<file path="src/rtl/evbuf_pkg.sv">
package evbuf_pkg;
    localparam int NBUF       = 4;
    localparam int WORDS      = 32;
    localparam int DW         = 16;
    localparam int HDR        = 3;
    localparam int PW         = 4;
    localparam int AGE_MAX    = 4;
    localparam int CRIT_ADD   = 5;
    localparam int CRIT_LIMIT = 2;
    localparam int GATE_MIN   = 16;
    localparam int CH_W       = 4;
    localparam int BD_W       = 12;
    localparam int STAMP_W    = 32;

    localparam int AW = $clog2(WORDS);
    localparam int CW = $clog2(WORDS + 1);
    localparam int IW = $clog2(NBUF);

    typedef logic [PW-1:0] prio_t;
    typedef logic [DW-1:0] word_t;
    typedef logic [CW-1:0] cnt_t;
    typedef logic [IW-1:0] idx_t;

    typedef struct packed {
        logic [STAMP_W-1:0] stamp;
        logic [BD_W-1:0]    board;
        logic [CH_W-1:0]    ch;
    } hdr_t;

    // header word k of a frame
    function automatic word_t hdr_word(hdr_t h, cnt_t k);
        case (k)
            CW'(0):  return h.stamp[STAMP_W-1:STAMP_W-DW];
            CW'(1):  return h.stamp[DW-1:0];
            default: return {h.board, h.ch};
        endcase
    endfunction

    function automatic logic is_pending(prio_t p);
        return (p != '0) && (p <= PW'(AGE_MAX));
    endfunction

    // aging step applied on every accepted capture
    function automatic prio_t age(prio_t p);
        if (p != '0 && p < PW'(AGE_MAX)) return p + PW'(1);
        return p;
    endfunction
endpackage

</file>
<file path="src/rtl/evbuf_slot.sv">
module evbuf_slot
    import evbuf_pkg::*;
(
    input  logic          clk,
    input  logic          rst,
    input  logic          start,
    input  hdr_t          hdr_in,
    input  word_t         raw_data,
    input  logic [AW-1:0] rd_addr,
    output word_t         rd_word,
    output cnt_t          wr_cnt,
    output logic          writing
);
    word_t mem [WORDS];
    hdr_t  hdr_q;

    always_ff @(posedge clk) begin
        if (rst) begin
            writing <= 1'b0;
            wr_cnt  <= '0;
            hdr_q   <= '0;
        end else if (start) begin
            writing <= 1'b1;
            wr_cnt  <= '0;
            hdr_q   <= hdr_in;
        end else if (writing) begin
            wr_cnt <= wr_cnt + CW'(1);
            if (wr_cnt == CW'(WORDS - 1)) writing <= 1'b0;
        end
    end

    always_ff @(posedge clk) begin
        if (writing && !start)
            mem[wr_cnt[AW-1:0]] <= (wr_cnt < CW'(HDR)) ? hdr_word(hdr_q, wr_cnt) : raw_data;
    end

    assign rd_word = mem[rd_addr];
endmodule

</file>
<file path="src/rtl/evbuf_prio.sv">
module evbuf_prio
    import evbuf_pkg::*;
(
    input  logic              clk,
    input  logic              rst,
    input  logic [NBUF-1:0]   claim,
    input  logic              age_en,
    input  logic [NBUF-1:0]   take,
    input  logic              spill_req,
    output prio_t [NBUF-1:0]  prio,
    output prio_t             prio_max,
    output idx_t              best,
    output logic              crit
);
    logic [NBUF-1:0]  promote;
    prio_t [NBUF-1:0] nxt;

    always_comb begin : pick_promote
        int n;
        n = 0;
        promote = '0;
        for (int i = 0; i < NBUF; i++) begin
            if (spill_req && n < CRIT_LIMIT && is_pending(prio[i]) && !take[i]) begin
                promote[i] = 1'b1;
                n++;
            end
        end
    end

    always_comb begin
        for (int i = 0; i < NBUF; i++) begin
            if (take[i])         nxt[i] = '0;
            else if (claim[i])   nxt[i] = PW'(1);
            else if (promote[i]) nxt[i] = prio[i] + PW'(CRIT_ADD);
            else if (age_en)     nxt[i] = age(prio[i]);
            else                 nxt[i] = prio[i];
        end
    end

    always_ff @(posedge clk) begin
        if (rst) prio <= '0;
        else     prio <= nxt;
    end

    always_comb begin
        prio_max = '0;
        best     = '0;
        crit     = 1'b0;
        for (int i = 0; i < NBUF; i++) begin
            if (prio[i] > prio_max) begin
                prio_max = prio[i];
                best     = IW'(i);
            end
            if (prio[i] >= PW'(CRIT_ADD)) crit = 1'b1;
        end
    end
endmodule

</file>
<file path="src/rtl/evbuf_reader.sv">
module evbuf_reader
    import evbuf_pkg::*;
(
    input  logic          clk,
    input  logic          rst,
    input  logic          start,
    input  idx_t          start_idx,
    input  cnt_t          sel_cnt,
    input  word_t         sel_word,
    output logic          reading,
    output idx_t          rd_idx,
    output cnt_t          rd_ptr,
    output logic [AW-1:0] rd_addr,
    output logic          rd_valid,
    output word_t         rd_data,
    output logic          rd_last
);
    always_ff @(posedge clk) begin
        if (rst) begin
            reading  <= 1'b0;
            rd_idx   <= '0;
            rd_ptr   <= '0;
            rd_valid <= 1'b0;
            rd_data  <= '0;
            rd_last  <= 1'b0;
        end else begin
            rd_valid <= 1'b0;
            rd_last  <= 1'b0;
            if (start) begin
                reading <= 1'b1;
                rd_idx  <= start_idx;
                rd_ptr  <= '0;
            end else if (reading && rd_ptr < sel_cnt) begin
                rd_valid <= 1'b1;
                rd_data  <= sel_word;
                rd_last  <= (rd_ptr == CW'(WORDS - 1));
                rd_ptr   <= rd_ptr + CW'(1);
                if (rd_ptr == CW'(WORDS - 1)) reading <= 1'b0;
            end
        end
    end

    assign rd_addr = rd_ptr[AW-1:0];
endmodule

</file>
<file path="src/rtl/evbuf_mgr.sv">
module evbuf_mgr
    import evbuf_pkg::*;
#(
    parameter int TIME_MAX = 1250000
) (
    input  logic             clk,
    input  logic             rst,
    input  logic             local_trig,
    input  logic             global_trig,
    input  logic             spill_req,
    input  logic [DW-1:0]    raw_data,
    input  logic [CH_W-1:0]  ch_id,
    input  logic [BD_W-1:0]  board_id,
    input  logic             rd_grant,
    output logic [PW-1:0]    prio_max,
    output logic             crit,
    output logic             overflow,
    output logic             rd_valid,
    output logic [DW-1:0]    rd_data,
    output logic             rd_last
);
    localparam int TW = $clog2(TIME_MAX + 1);

    logic [TW-1:0]    timer;
    hdr_t             hdr_in;
    prio_t [NBUF-1:0] prio;
    idx_t             best;
    word_t            slot_word [NBUF];
    cnt_t             slot_cnt  [NBUF];
    logic [NBUF-1:0]  writing, free_v, claim, take;
    logic             reading, coin, gate_ok, any_free, accept, rd_start;
    idx_t             rd_idx;
    cnt_t             rd_ptr, lead_cnt, sel_cnt;
    logic [AW-1:0]    rd_addr;
    word_t            sel_word;

    always_ff @(posedge clk) begin
        if (rst || spill_req)          timer <= '0;
        else if (timer < TW'(TIME_MAX)) timer <= timer + TW'(1);
    end

    assign hdr_in = '{stamp: STAMP_W'(timer), board: board_id, ch: ch_id};
    assign coin   = local_trig && global_trig;

    always_comb begin
        lead_cnt = '0;
        claim    = '0;
        any_free = 1'b0;
        for (int i = 0; i < NBUF; i++) begin
            if (writing[i]) lead_cnt = lead_cnt | slot_cnt[i];
            free_v[i] = (prio[i] == '0) && !writing[i] && !(reading && rd_idx == IW'(i));
            if (free_v[i] && !any_free) begin
                claim[i] = 1'b1;
                any_free = 1'b1;
            end
        end
    end

    assign gate_ok = ($countones(writing) == 0) ||
                     ($countones(writing) == 1 && lead_cnt > CW'(GATE_MIN));
    assign accept   = coin && gate_ok && any_free;
    assign rd_start = rd_grant && !reading && (prio_max != '0);
    assign take     = rd_start ? (NBUF'(1) << best) : '0;

    always_ff @(posedge clk) begin
        if (rst)                              overflow <= 1'b0;
        else if (coin && gate_ok && !any_free) overflow <= 1'b1;
    end

    evbuf_prio u_prio (
        .clk(clk), .rst(rst), .claim(accept ? claim : '0), .age_en(accept),
        .take(take), .spill_req(spill_req), .prio(prio), .prio_max(prio_max),
        .best(best), .crit(crit)
    );

    for (genvar g = 0; g < NBUF; g++) begin : g_slot
        evbuf_slot u_slot (
            .clk(clk), .rst(rst), .start(accept && claim[g]), .hdr_in(hdr_in),
            .raw_data(raw_data), .rd_addr(rd_addr), .rd_word(slot_word[g]),
            .wr_cnt(slot_cnt[g]), .writing(writing[g])
        );
    end

    assign sel_cnt  = slot_cnt[rd_idx];
    assign sel_word = slot_word[rd_idx];

    evbuf_reader u_rd (
        .clk(clk), .rst(rst), .start(rd_start), .start_idx(best),
        .sel_cnt(sel_cnt), .sel_word(sel_word), .reading(reading),
        .rd_idx(rd_idx), .rd_ptr(rd_ptr), .rd_addr(rd_addr),
        .rd_valid(rd_valid), .rd_data(rd_data), .rd_last(rd_last)
    );
endmodule

</file>
<file path="config.mk">
export PLATFORM = sky130hd
export DESIGN_NAME = evbuf_mgr
export DESIGN_NICKNAME = d
export VERILOG_FILES = /design/src/rtl/evbuf_pkg.sv /design/src/rtl/evbuf_slot.sv /design/src/rtl/evbuf_prio.sv /design/src/rtl/evbuf_reader.sv /design/src/rtl/evbuf_mgr.sv
export SDC_FILE = /design/constraint.sdc
export NUM_CORES = 2
export LEC_CHECK = 0
export ABC_AREA = 1
export CELL_PAD_IN_SITES_DETAIL_PLACEMENT = 0
export CELL_PAD_IN_SITES_GLOBAL_PLACEMENT = 1
export CORE_UTILIZATION = 35
export CTS_CLUSTER_SIZE = 20
export DETAILED_ROUTE_END_ITERATION = 10
export DONT_BUFFER_PORTS = 1
export PLACE_DENSITY_LB_ADDON = 0.1
export SLEW_MARGIN = 20
export SYNTH_ARGS = -nofsm -noshare
export SYNTH_HDL_FRONTEND = slang
export SYNTH_HIERARCHICAL = 1
export SYNTH_SLANG_ARGS = --single-unit
</file>
<file path="constraint.sdc">
create_clock -name clk -period 16.38 [get_ports clk]
set_input_delay 0.819 -clock clk [delete_from_list [all_inputs] [get_ports clk]]
set_output_delay 0.819 -clock clk [all_outputs]
set_load 0.03 [all_outputs]
</file>
==> impl_metrics.py <==
metrics = {
    "status": {
        "status": "finished, final reports clean",
    },
    "floorplanning": {
        "fp.dieArea_um2": 284000,
        "initial_utilization": 0.353,
        "dieHeight_um": 533,
        "rows": 194,
        "ios": 62,
        "die_w_um": 533,
        "design.core.area_um2": 280000,
    },
    "finish": {
        "fill_cells": 27200,
        "fin_cells": 13500,
        "areaGrowthSynthToFinish_pct": 12.6,
        "nNetsFinal": 9603,
        "drive_gt1_frac": 0.0794,
        "fin_util": 0.397,
        "fin_area_um2": 111000,
    },
    "placed_design": {
        "pre_cts_slack_ps": 9010,
        "gp_congestion": 0.860,
        "dpl-instance-area_um2": 103000,
        "port_buffers": 0,
        "hpwl_um": 183000,
        "placed_cells": 12900,
    },
    "clock_network": {
        "cts_tree": "done",
        "clk_pin_slew_worst_paths_ps": 50,
        "clkSinkCount": 2333,
        "clockBufferDepth": 4,
        "cts_resized": 0,
        "htreeDepth": 5,
        "cts_buffers": 276,
        "cts-root-buf": "clkbuf_16",
        "clk_latency_ps": 860,
    },
    "sta": {
        "timing_hold_violations_final": 0,
        "hold_slack_ps": 79.2,
        "final_max_slew_viol_count": 0,
        "post-route-period-util": 0.451,
        "slew_headroom": 0.193,
        "max_freq_mhz": 135,
        "rsz0062_at_grt": "false",
        "period_minus_slack_ps": 7390,
        "setup-violations-final": 0,
        "setup_slack_ps": 8990,
        "fin_skew_ps": 44.3,
        "fin_tns_setup_ps": 0,
        "worstMarginPinSlew_ps": 1210,
    },
    "power": {
        "finalPower_mw": 16.0,
        "seqPwrFrac": 0.443,
        "vdd_ir_drop_max_uv": 217,
        "power_density_nw_per_um2": 144,
        "p_clk_frac": 0.359,
        "p_switching_mw": 4.99,
        "combPwrFrac": 0.198,
        "p_int_mw": 11.0,
        "swShare": 0.312,
        "leakage_nw": 42.2,
    },
    "critical_path": {
        "criticalPathCategory": "flip-flop to flip-flop",
        "crit_top_cell": "nand2_1",
        "crit_fanout": 7,
        "crit_family": "simple AND/OR/NAND/NOR gates",
        "cp.required_ps": 17130,
        "max_stage_delay_ps": 460,
        "endpoint_kind": "flip-flop",
        "arrival_ps": 8140,
        "critPathSlowestCell": "dfxtp_1",
        "crit_buf_inv": 8,
        "worstSetupStartpointType": "flip-flop",
    },
    "grt": {
        "grt_max_degree": 176,
        "grt_pass1_vias": 64900,
        "grt-ovfl-total": 0,
        "grt_pass1_wl_um": 465000,
        "antenna_found_initial": 8,
        "track_usage": 0.222,
    },
    "synth": {
        "syn_area_um2": 98700,
        "avgSynthCellArea_um2": 10.4,
        "synthCells": 9485,
        "ys_warn_count": 6,
    },
    "routing": {
        "drt-total-wl_um": 321000,
        "routedWlPerCell_um": 23.8,
        "dr_total_vias": 68000,
        "drt_pass1_iterations": 5,
        "drt_iter0_drc": 5525,
        "antenna_left": 0,
        "avgViaCountPerCell": 5.06,
        "drc_errors": 0,
    },
    "flow_run": {
        "cap_violations": 0,
    },
    "min_path": {
        "min-delay-path-class": "input pin to flip-flop",
    },
}
==> placed cells by master, fill, tap and decap left out, types with 8 or more instances in the layout <==
| master | count |
|---|---|
| nor2_2 | 57 |
| o21ai_1 | 11 |
| nand4_1 | 15 |
| nand2_1 | 3408 |
| nand2_2 | 22 |
| clkinv_2 | 39 |
| xor2_1 | 17 |
| nor4_1 | 8 |
| a22oi_1 | 38 |
| buf_4 | 228 |
| a21oi_1 | 129 |
| dfxtp_1 | 280 |
| nor2_1 | 574 |
| conb_1 | 44 |
| diode_2 | 20 |
| nor2_4 | 15 |
| ha_1 | 57 |
| clkinv_1 | 80 |
| o21ai_0 | 222 |
| clkbuf_16 | 286 |
| nor3_1 | 19 |
| inv_1 | 239 |
| clkbuf_1 | 70 |
| nand3_1 | 1659 |
| inv_2 | 41 |
| edfxtp_1 | 2048 |
==> repair_timing <==
action,CTS,global route
hold endpoints to repair,4,0
buffers inserted,0,0
hold buffers,2,0
==> state kept, by name (all words and copies together), names as in the netlist <==
name and cells:
g_slot.u_slot/hdr_q 192, u_rd/rd_last 1, u_rd/reading 1, u_rd/rd_data 16
u_rd/rd_idx 2, u_rd/rd_valid 1, g_slot.u_slot/writing 4, u_prio/prio 16
u_rd/rd_ptr 6, timer 21, g_slot.u_slot/wr_cnt 24, g_slot.u_slot/mem 2048
overflow 1
==> layout make-up <==
type,count,area (µm²),area share
timing repair buffer,240,1900,0.0171
multi-input combinational,6353,27900,0.251
sequential,2333,67200,0.604
clock inverter,125,790,0.00710
antenna,20,50.0,0.000450
inverter,303,1180,0.0106
clock buffer,362,7500,0.0675
tap,3724,4660,0.0419
==> path summary, 6_finish.rpt <==
kind	cells after the start	start	slack, ps	to
max	44	u_prio/prio[1]	8990	u_prio/prio[15]
min	1	rst	80	g_slot[2].u_slot/wr_cnt[3]
max reg2reg	44	u_prio/prio[1]	8990	u_prio/prio[15]
min reg2reg	2	g_slot[3].u_slot/hdr_q[28]	490	g_slot[3].u_slot/hdr_q[28]
==> worst reg2reg max path: cells and delay by family, from the launching register on <==
| family | cells | cell delay, ps |
|---|---|---|
| and+or+nand+nor | 26 | 3510 |
| adders and majority gates | 6 | 1700 |
| AOI/OAI and AO/OA | 4 | 900 |
| buffers and inverters | 8 | 720 |
| DFF | 1 | 460 |
==> metal layers <==
metal  part of all wire  vias up  global-route usage
li1                   -    32400                   -
met1               0.46    33800               0.312
met2               0.47     1541               0.356
met3              0.051      371              0.0366
met4              0.023        0              0.0536
met5                  0        -                   0
==> power by group through the flow <==
stage,combinational (mW),clock (mW),sequential (mW)
after global routing,3.49,6.11,7.09
after floorplan,2.07,0,7.16
after global placement,3.14,0,7.20
final,3.16,5.73,7.08
after detailed placement,3.14,0,7.20
after CTS,3.16,5.89,7.08
(Power assumes the default switching activity.)
